`config.mk`:
```
export PLATFORM = sky130hd
export DESIGN_NAME = dsp_xfer_unit
export DESIGN_NICKNAME = d
export VERILOG_FILES = /design/src/rtl/dsp_xfer_pkg.sv /design/src/rtl/dsp_xfer_decode.sv /design/src/rtl/dsp_xfer_agu.sv /design/src/rtl/dsp_xfer_regs.sv /design/src/rtl/dsp_xfer_unit.sv
export SDC_FILE = /design/constraint.sdc
export NUM_CORES = 1
export LEC_CHECK = 0
export BUFFER_PORTS_ARGS = -buffer_cell sky130_fd_sc_hd__buf_2
export CAP_MARGIN = 20
export CORE_MARGIN = 5
export CORE_UTILIZATION = 53
export CTS_BUF_LIST = sky130_fd_sc_hd__clkbuf_4 sky130_fd_sc_hd__clkbuf_8 sky130_fd_sc_hd__clkbuf_16
export CTS_CLUSTER_DIAMETER = 50
export CTS_CLUSTER_SIZE = 28
export DETAILED_ROUTE_END_ITERATION = 10
export PLACE_DENSITY = 0.83
export SYNTH_ARGS = -nofsm -noshare
export SYNTH_HDL_FRONTEND = slang
export SYNTH_SLANG_ARGS = --single-unit
export TNS_END_PERCENT = 30
```
`constraint.sdc`:
```
create_clock -name clk_i -period 6.7 [get_ports clk_i]
set_clock_uncertainty 0.15 [all_clocks]
set_input_delay 1.005 -clock clk_i [delete_from_list [all_inputs] [get_ports clk_i]]
set_output_delay 1.005 -clock clk_i [all_outputs]
set_load 0.01 [all_outputs]
```
`src/rtl/dsp_xfer_pkg.sv`:
```
package dsp_xfer_pkg;
  localparam logic [5:0] XFER_MAJOR = 6'b111101;

  typedef enum logic [1:0] {
    AM_PRE  = 2'b00,
    AM_IND  = 2'b01,
    AM_POST = 2'b10,
    AM_IDX  = 2'b11
  } amode_e;

  typedef struct packed {
    logic       legal;
    logic [1:0] pfield;
    logic [3:0] rsel;
    amode_e     mode;
    logic       is_long;
    logic       is_store;
  } dec_t;
endpackage

```
`src/rtl/dsp_xfer_decode.sv`:
```
module dsp_xfer_decode
  import dsp_xfer_pkg::*;
(
  input  logic [15:0] instr_i,
  input  logic        valid_i,
  output dec_t        dec_o,
  output logic        illegal_o
);
  logic match;
  assign match = (instr_i[15:10] == XFER_MAJOR);

  always_comb begin
    dec_o.legal    = valid_i && match;
    dec_o.pfield   = instr_i[9:8];
    dec_o.rsel     = instr_i[7:4];
    dec_o.mode     = amode_e'(instr_i[3:2]);
    dec_o.is_long  = instr_i[1];
    dec_o.is_store = instr_i[0];
  end

  assign illegal_o = valid_i && !match;
endmodule

```
`src/rtl/dsp_xfer_agu.sv`:
```
module dsp_xfer_agu
  import dsp_xfer_pkg::*;
#(
  parameter int AW = 32
) (
  input  logic [AW-1:0] ptr_i,
  input  logic [AW-1:0] idx_i,
  input  amode_e        mode_i,
  input  logic          is_long_i,
  output logic [AW-1:0] addr_o,
  output logic [AW-1:0] ptr_nxt_o,
  output logic          ptr_we_o
);
  logic [AW-1:0] step;
  assign step = is_long_i ? AW'(4) : AW'(2);

  always_comb begin
    addr_o    = ptr_i;
    ptr_nxt_o = ptr_i;
    ptr_we_o  = 1'b1;
    unique case (mode_i)
      AM_PRE: begin
        addr_o    = ptr_i - step;
        ptr_nxt_o = ptr_i - step;
      end
      AM_IND:  ptr_we_o  = 1'b0;
      AM_POST: ptr_nxt_o = ptr_i + step;
      AM_IDX:  ptr_nxt_o = ptr_i + idx_i;
      default: ptr_we_o  = 1'b0;
    endcase
  end
endmodule

```
`src/rtl/dsp_xfer_regs.sv`:
```
module dsp_xfer_regs #(
  parameter int DW      = 32,
  parameter int GW      = 8,
  parameter int NPTR    = 4,
  parameter int NDAT    = 16,
  parameter int GUARD_A = 12,
  parameter int GUARD_B = 13,
  localparam int PSEL_W = $clog2(NPTR),
  localparam int DSEL_W = $clog2(NDAT)
) (
  input  logic              clk_i,
  input  logic              rst_ni,
  input  logic [PSEL_W-1:0] ptr_sel_i,
  input  logic              ptr_we_i,
  input  logic [DW-1:0]     ptr_wdata_i,
  output logic [DW-1:0]     ptr_rdata_o,
  input  logic [DSEL_W-1:0] dat_sel_i,
  input  logic              dat_we_i,
  input  logic [DW-1:0]     dat_wdata_i,
  output logic [DW-1:0]     dat_rdata_o
);
  logic [DW-1:0] ptr_q [NPTR];
  logic [DW-1:0] dat_rd [NDAT];

  always_ff @(posedge clk_i or negedge rst_ni) begin
    if (!rst_ni) begin
      for (int i = 0; i < NPTR; i++) ptr_q[i] <= '0;
    end else if (ptr_we_i) begin
      ptr_q[ptr_sel_i] <= ptr_wdata_i;
    end
  end
  assign ptr_rdata_o = ptr_q[ptr_sel_i];

  for (genvar i = 0; i < NDAT; i++) begin : g_dat
    if (i == GUARD_A || i == GUARD_B) begin : g_grd
      logic [GW-1:0] q;
      always_ff @(posedge clk_i or negedge rst_ni) begin
        if (!rst_ni) q <= '0;
        else if (dat_we_i && dat_sel_i == DSEL_W'(i)) q <= dat_wdata_i[GW-1:0];
      end
      assign dat_rd[i] = {{(DW-GW){q[GW-1]}}, q};
    end else begin : g_full
      logic [DW-1:0] q;
      always_ff @(posedge clk_i or negedge rst_ni) begin
        if (!rst_ni) q <= '0;
        else if (dat_we_i && dat_sel_i == DSEL_W'(i)) q <= dat_wdata_i;
      end
      assign dat_rd[i] = q;
    end
  end
  assign dat_rdata_o = dat_rd[dat_sel_i];
endmodule

```
`src/rtl/dsp_xfer_unit.sv`:
```
module dsp_xfer_unit
  import dsp_xfer_pkg::*;
#(
  parameter int DW      = 32,
  parameter int GW      = 8,
  parameter int NPTR    = 4,
  parameter int NDAT    = 16,
  parameter int GUARD_A = 12,
  parameter int GUARD_B = 13,
  parameter logic [3:0][1:0] PTR_MAP = {2'd3, 2'd2, 2'd1, 2'd0}
) (
  input  logic          clk_i,
  input  logic          rst_ni,
  input  logic [15:0]   instr_i,
  input  logic          instr_valid_i,
  input  logic [DW-1:0] idx_i,
  output logic          mem_req_o,
  output logic          mem_we_o,
  output logic          mem_long_o,
  output logic [DW-1:0] mem_addr_o,
  output logic [DW-1:0] mem_wdata_o,
  input  logic [DW-1:0] mem_rdata_i,
  output logic          illegal_o
);
  localparam int HW     = DW / 2;
  localparam int PSEL_W = $clog2(NPTR);

  dec_t          dec;
  logic [DW-1:0] ptr_cur, ptr_nxt, reg_cur, load_val;
  logic          agu_we;

  dsp_xfer_decode u_dec (
    .instr_i   (instr_i),
    .valid_i   (instr_valid_i),
    .dec_o     (dec),
    .illegal_o (illegal_o)
  );

  dsp_xfer_agu #(.AW(DW)) u_agu (
    .ptr_i     (ptr_cur),
    .idx_i     (idx_i),
    .mode_i    (dec.mode),
    .is_long_i (dec.is_long),
    .addr_o    (mem_addr_o),
    .ptr_nxt_o (ptr_nxt),
    .ptr_we_o  (agu_we)
  );

  dsp_xfer_regs #(
    .DW(DW), .GW(GW), .NPTR(NPTR), .NDAT(NDAT),
    .GUARD_A(GUARD_A), .GUARD_B(GUARD_B)
  ) u_regs (
    .clk_i       (clk_i),
    .rst_ni      (rst_ni),
    .ptr_sel_i   (PSEL_W'(PTR_MAP[dec.pfield])),
    .ptr_we_i    (dec.legal && agu_we),
    .ptr_wdata_i (ptr_nxt),
    .ptr_rdata_o (ptr_cur),
    .dat_sel_i   (dec.rsel),
    .dat_we_i    (dec.legal && !dec.is_store),
    .dat_wdata_i (load_val),
    .dat_rdata_o (reg_cur)
  );

  // word moves use the upper register half
  assign load_val    = dec.is_long ? mem_rdata_i : {mem_rdata_i[HW-1:0], {HW{1'b0}}};
  assign mem_wdata_o = dec.is_long ? reg_cur : {{HW{1'b0}}, reg_cur[DW-1:HW]};
  assign mem_req_o   = dec.legal;
  assign mem_we_o    = dec.legal && dec.is_store;
  assign mem_long_o  = dec.is_long;

  p_illegal_quiet_r10: assert property (@(posedge clk_i) disable iff (!rst_ni)
    illegal_o |-> (!mem_req_o && !mem_we_o));

  p_pre_wb_r2: assert property (@(posedge clk_i) disable iff (!rst_ni)
    ($past(rst_ni) && $past(mem_req_o && dec.mode == AM_PRE) &&
     mem_req_o && dec.mode == AM_IND && dec.pfield == $past(dec.pfield))
    |-> mem_addr_o == $past(mem_addr_o));

  p_post_wb_r4: assert property (@(posedge clk_i) disable iff (!rst_ni)
    ($past(rst_ni) && $past(mem_req_o && dec.mode == AM_POST) &&
     mem_req_o && dec.mode == AM_IND && dec.pfield == $past(dec.pfield))
    |-> mem_addr_o == $past(mem_addr_o) + ($past(mem_long_o) ? DW'(4) : DW'(2)));

  p_word_load_r6: assert property (@(posedge clk_i) disable iff (!rst_ni)
    ($past(rst_ni) && $past(mem_req_o && !mem_we_o && !mem_long_o) &&
     mem_we_o && mem_long_o && dec.rsel == $past(dec.rsel) &&
     int'(dec.rsel) != GUARD_A && int'(dec.rsel) != GUARD_B)
    |-> mem_wdata_o == {$past(mem_rdata_i[HW-1:0]), {HW{1'b0}}});

  p_guard_sext_r9: assert property (@(posedge clk_i) disable iff (!rst_ni)
    (mem_we_o && mem_long_o && (int'(dec.rsel) == GUARD_A || int'(dec.rsel) == GUARD_B))
    |-> mem_wdata_o[DW-1:GW] == {(DW-GW){mem_wdata_o[GW-1]}});
endmodule

```
---- Word-level counts from Yosys, hierarchy flattened ----
Index checks and enable logic that the tools add are counted.
storage, ports and cells
  register bits ........................... 592
  output and inout bits ................... 68
  logic and storage cells ................. 91
cells by class
  add/sub/neg operators ................... 3
  order comparisons ....................... 4
  equality and inequality tests ........... 19
  multiplexer cells ....................... 17
  bitwise logic cells ..................... 2
  reductions and logical operators ........ 26
operators by type and width
  kind                                                                           count
  32-bit two-way mux                                                             8
  32-bit binary-select mux with 4-bit select                                     1
  128-bit bitwise mux                                                            1
  32-bit one-hot mux with 3 select lines                                         1
  32-bit adder                                                                   2
  32-bit binary-select mux with 2-bit select                                     1
  32-bit demux with 2-bit select                                                 1
  4-bit equality test (second input constant)                                    8
  32-bit subtractor                                                              1
  1-bit logical AND                                                              22
  4-bit by 3-bit equality test with 1-bit output (second input constant)         4
  4-bit by 2-bit equality test with 1-bit output (second input constant)         2
  6-bit equality test (second input constant)                                    1
  5-bit greater-or-equal comparator (second input constant)                      1
  4-bit inverter with 5-bit output                                               1
  2-bit binary-select mux with 2-bit select                                      1
  2-bit equality test (second input constant)                                    2
  4-bit by 1-bit equality test with 1-bit output (second input constant)         1
  4-bit logical NOT                                                              1
  3-bit greater-or-equal comparator (second input constant)                      1
  2-bit by 3-bit less-than comparator with 1-bit output (second input constant)  1
  3-bit by 1-bit less-than comparator with 1-bit output (second input constant)  1
  3-bit two-way mux                                                              1
  2-bit inverter with 3-bit output                                               1
  5 further kinds                                                                6

---- Longest topological paths before layout ----
  depth after elaboration ................. 9
  mapped depth ............................ 16
  mapped depth without buffers ............ 13

---- By module ----
From an unflattened synthesis, not the netlist that was laid out.
unflattened totals
  cells, all modules ...................... 2263
  area, all modules ....................... 31093.6 um^2
modules (own cells, without submodules)
  module           times used  cells an instance  area each (um^2)
  dsp_xfer_regs    1           1619               26510.4
  dsp_xfer_agu     1           556                3713.6
  dsp_xfer_unit    1           74                 765.7
  dsp_xfer_decode  1           14                 103.8

---- Worst setup path after synthesis ----
No wires, ideal clock.
  path type ............................... input -> output
  start point ............................. input port instr_i[9]
  end point ............................... output port mem_addr_o[28]
  data arrival time ....................... 4.471 ns
  data required time ...................... 5.545 ns
  path slack .............................. 1.074 ns
  stages .................................. 13
  buffers on the path ..................... 3
  cells stage by stage .................... clkbuf_1 > clkbuf_1 > buf_1 > mux4_2 > ha_1 > nor2b_1 > nor4_1 > nand3b_1 > nor3_2 > nand2b_1 > nand2b_1 > nor4_1 > xor2_1
on the way
  cells in the longest elaborated chain, start to end .. 8
RTL lines
  item                                                        line                 text
  start: declaration                                          dsp_xfer_unit.sv:14  input logic [15:0] instr_i,
  2-bit binary-select mux with 2-bit select (*)               dsp_xfer_unit.sv:55  .ptr_sel_i (PSEL_W'(PTR_MAP[dec.pfield])),
  2-bit two-way mux (not written as such) (*)                 dsp_xfer_unit.sv:55
  2-bit inverter with 3-bit output (not written as such) (*)  dsp_xfer_regs.sv:32  assign ptr_rdata_o = ptr_q[ptr_sel_i];
  32-bit binary-select mux with 2-bit select (*)              dsp_xfer_regs.sv:32
  32-bit two-way mux (not written as such) (*) (2 in a row)   dsp_xfer_regs.sv:32
  32-bit subtractor                                           dsp_xfer_agu.sv:23   addr_o = ptr_i - step;
  32-bit two-way mux (*)                                      dsp_xfer_agu.sv:21   unique case (mode_i)
  end: declaration                                            dsp_xfer_unit.sv:20  output logic [DW-1:0] mem_addr_o,
Mark *: on every way between the ends. The rest lies on a longest branch, timed or not. The select of a mux whose other input is x is not followed.

---- Worst setup path in the final report ----
  start point ............................. input port instr_i[8]
  end point ............................... output port mem_addr_o[28]
The elaborated chain is that of the path after synthesis.

==> results list <==
- Result of the run: finished clean
- The number of slew-limit violations in the final report was 0.
- Peak fanout along the critical path: 16
- The first global-routing pass estimated about 130 mm of wire.
- Register area share after synthesis: about half
* Row cnt: 86
- Setup TNS Final: 0 ps
- 0 antenna diodes ended up in the layout.
- Clk_lat worst skew: around 600 ps
- Finished Cell Area: ~32000 sq um
- Dividing the final minimum period by the clock period gives slightly below 90%.
- Worst setup timing slack at the placement stage: roughly 850 ps
* Maximum number of pins on one net before global-route repair: between 150 and 200
* Placed cells: approximately 3500
- Async set-reset flop share out of synthesis: between 90% and 100%
- Min Tclk post-route: just under 6000 ps
- Among all flip-flop cells after synthesis, the most frequent one is sky130_fd_sc_hd__dfrtp_1.
- STA puts the critical path data required time at approximately 5500 ps.
- Height of the chip: 246 um
- Once the floorplan was initialized, standard cells occupied 53.6% of the core.
* Placed wire-length estimate after detailed placement: 52.9 mm
- Wires add up to around 81 mm.
* Power density over cell area: around 220 nW/um^2
- Starting DRT DRC Count: roughly 2500
- After the last flow step, the layout net total stands at around 3000.
* Highest clock rate: between 150 and 200 MHz
- For this run, the slowest stage of the critical path takes 640 ps.
- For this design the static power due to leakage is roughly 15 nW.
- Final hold analysis gives a worst-case slack of around 310 ps.
- Setup repair after global routing left no endpoint under its margin.
* Antenna violations before repair: 1
- Total routing usage reported by global routing: 26.6%
- Compared with the post-synthesis result, the final layout area differs by 9.09%.
* Setup violations, final: 0
- Clock transition at the register clock pins on the worst setup and hold paths after CTS: 80 ps
- Leaving out fill and tap cells, the most frequent cell in the layout is sky130_fd_sc_hd__nand2_1.
- Normalized max-slew margin: between 20% and 30%
- Clock Root Buffer: sky130_fd_sc_hd__clkbuf_16
- The total count of hold-check failures in the final report came to 0.
- Post-Synthesis Mean Instance Area: ~10 sq um
* Overall die area: around 61000 sq um
* Crit-path leading delay family: simple AND/OR/NAND/NOR gates
* Data arrival time of the worst path: roughly 4700 ps
* Post-synth EDFFs: 0
- CP Buf/Inv Count: 2
* Share of cells above drive strength 1: 19.9%
- Placeable Area: about 55000 sq um
- First-pass detailed-route iteration total: 6
- Post-Syn Area: 29600 sq um
- Gates resized during post-CTS repair numbered 0.
* Total design power: approximately 7 mW
* Utilization of the core after routing: between 50% and 60%
- Setup Fix Bufs, Post-CTS: 0
- Commonest non-fill, non-tap cells in the layout: 631 x sky130_fd_sc_hd__nand2_1, 592 x sky130_fd_sc_hd__dfrtp_1, 519 x sky130_fd_sc_hd__o21ai_0
* Final worst setup slack: 863 ps
* Maximum capacitance violations: 0
* Slew at the pin closest to its max-slew limit: 1090 ps
* Crit end category: primary output
- Avg Vias per Cell: between 6 and 7
- Yosys warnings: 0
* Clock sink count: approximately 590
- Die width: roughly 250 um
- In this run, CTS created clock tree buffers numbering 40.
- Worst Setup Path Type: in2out
* Maximum level of the CTS H-tree: 2
- After detailed routing, the average wire length per cell comes to approximately 22 um.
- TritonCTS clock tree: built
- The count of nets left with antenna violations once routing finished came out at 0.
- Hold repair after CTS inserted 0 buffers.
* Gp weighted congestion: a little over 0.9
- The worst hold path belongs to the class in2async.
- Among all stages on the critical path, the largest delay is contributed by sky130_fd_sc_hd__mux4_2.
- Element type at the critical path start: input pin
- Num ports: around 150
- Synth Register Bits: slightly below 600
- For this block, the via count after detailed routing is 23045.
* Vias in the first global route: around 24000
* Instance count of the mapped netlist: between 2000 and 3000
- Traced cell by cell, the critical path runs through buf_2 -> mux4_2 -> ha_1 -> nor2b_1 -> nor4_1 -> nand3b_1 -> nor3_2 -> nand2b_1 -> nand2b_1 -> nor4_1 -> xor2_1 -> buf_2.
- Number of remaining DRC errors: 0
- VDD sags by at most 0.321 mV.
* Placement-stage cell area: roughly 31000 sq um
* Clock Tree Buf Depth: 3
- The number of nets handed over by synthesis was about 3000.
* Count of input and output buffers: 150
- Global routing finished with a remaining overflow of 0.
- Non-filler instance count after layout: 3621
- Count of cell types in the netlist: 59
## state kept, by name, summed over array words and instances, names as in the netlist
signal,count
u_regs.ptr_q,128
u_regs.g_dat.g_full.q,448
u_regs.g_dat.g_grd.q,16
## layout make-up
cell class / instances / area, sq um
Clock inverter: 30 / 409
Multi-Input combinational cell: 1991 / 13800
Clock buffer: 44 / 1040
Fill cell: 4338 / 22900
Inverter: 21 / 78.8
Sequential cell: 592 / 14800
Tap cell: 748 / 936
Timing Repair Buffer: 195 / 1170
## synthesized netlist by cell type (19+ instances only)
cell type	n	area share, %
sky130_fd_sc_hd__ha_1	33	1.4
sky130_fd_sc_hd__mux2_2	99	3.8
sky130_fd_sc_hd__a21o_1	41	1.0
sky130_fd_sc_hd__clkbuf_1	206	2.6
sky130_fd_sc_hd__buf_1	25	0.32
sky130_fd_sc_hd__dfrtp_1	592	50
sky130_fd_sc_hd__xor2_1	43	1.3
sky130_fd_sc_hd__mux4_2	168	13
sky130_fd_sc_hd__nand3_1	21	0.35
sky130_fd_sc_hd__and2_1	19	0.40
sky130_fd_sc_hd__and3_1	34	0.72
sky130_fd_sc_hd__nand2_1	643	8.2
sky130_fd_sc_hd__inv_1	20	0.25
sky130_fd_sc_hd__mux2i_1	24	0.81
sky130_fd_sc_hd__a21oi_1	57	0.96
sky130_fd_sc_hd__nor2_1	88	1.1
sky130_fd_sc_hd__xnor2_1	33	0.98
sky130_fd_sc_hd__o21ai_0	519	8.8
## where the power goes
| part | switching, mW | internal [mW] | leakage [nW] |
|---|---|---|---|
| Sequential | 0.0231 | 3.61 | 8.21 |
| Clock | 1.46 | 1.25 | 0.709 |
| Combinational | 0.455 | 0.232 | 6.19 |
| Total | 1.94 | 5.10 | 15.1 |
## path summary, 6_finish.rpt
kind                            cells past startpoint  slack [ps]                                      from                                       end
worst max-delay path                               12         860                                instr_i[8]                            mem_addr_o[28]
worst min-delay path                                1         310                                    rst_ni  u_regs.g_dat[10].g_full.q[6]$_DFFE_PN0P_
worst max register to register                     12        2540              u_regs.ptr_q[64]$_DFFE_PN0P_              u_regs.ptr_q[30]$_DFFE_PN0P_
worst min register to register                      2         330  u_regs.g_dat[11].g_full.q[3]$_DFFE_PN0P_  u_regs.g_dat[11].g_full.q[3]$_DFFE_PN0P_
max in group asynchronous                           2        4620                                    rst_ni              u_regs.ptr_q[76]$_DFFE_PN0P_
min in group clk_i                                  2         330  u_regs.g_dat[11].g_full.q[3]$_DFFE_PN0P_  u_regs.g_dat[11].g_full.q[3]$_DFFE_PN0P_
## layer usage
layer	share of wire [%]	wire (um)	up-vias	track usage [%]
li1	-	-	9976	-
met1	37	30300	11494	34.8
met2	48	38800	1304	43.4
met3	10	8370	269	5.86
met4	4.4	3580	2	11.6
met5	0.016	13	-	0
## cell families after synthesis
kind of cell	after synthesis	share of synthesized area (%)
compound gates	681	12.4
mux	291	17.4
simple gates	908	13.0
flops	592	50.0
fa+ha+maj	35	1.53
xor+xnor	76	2.25
buf+inv	258	3.41
Note: power is estimated with default switching activity, not from simulation.
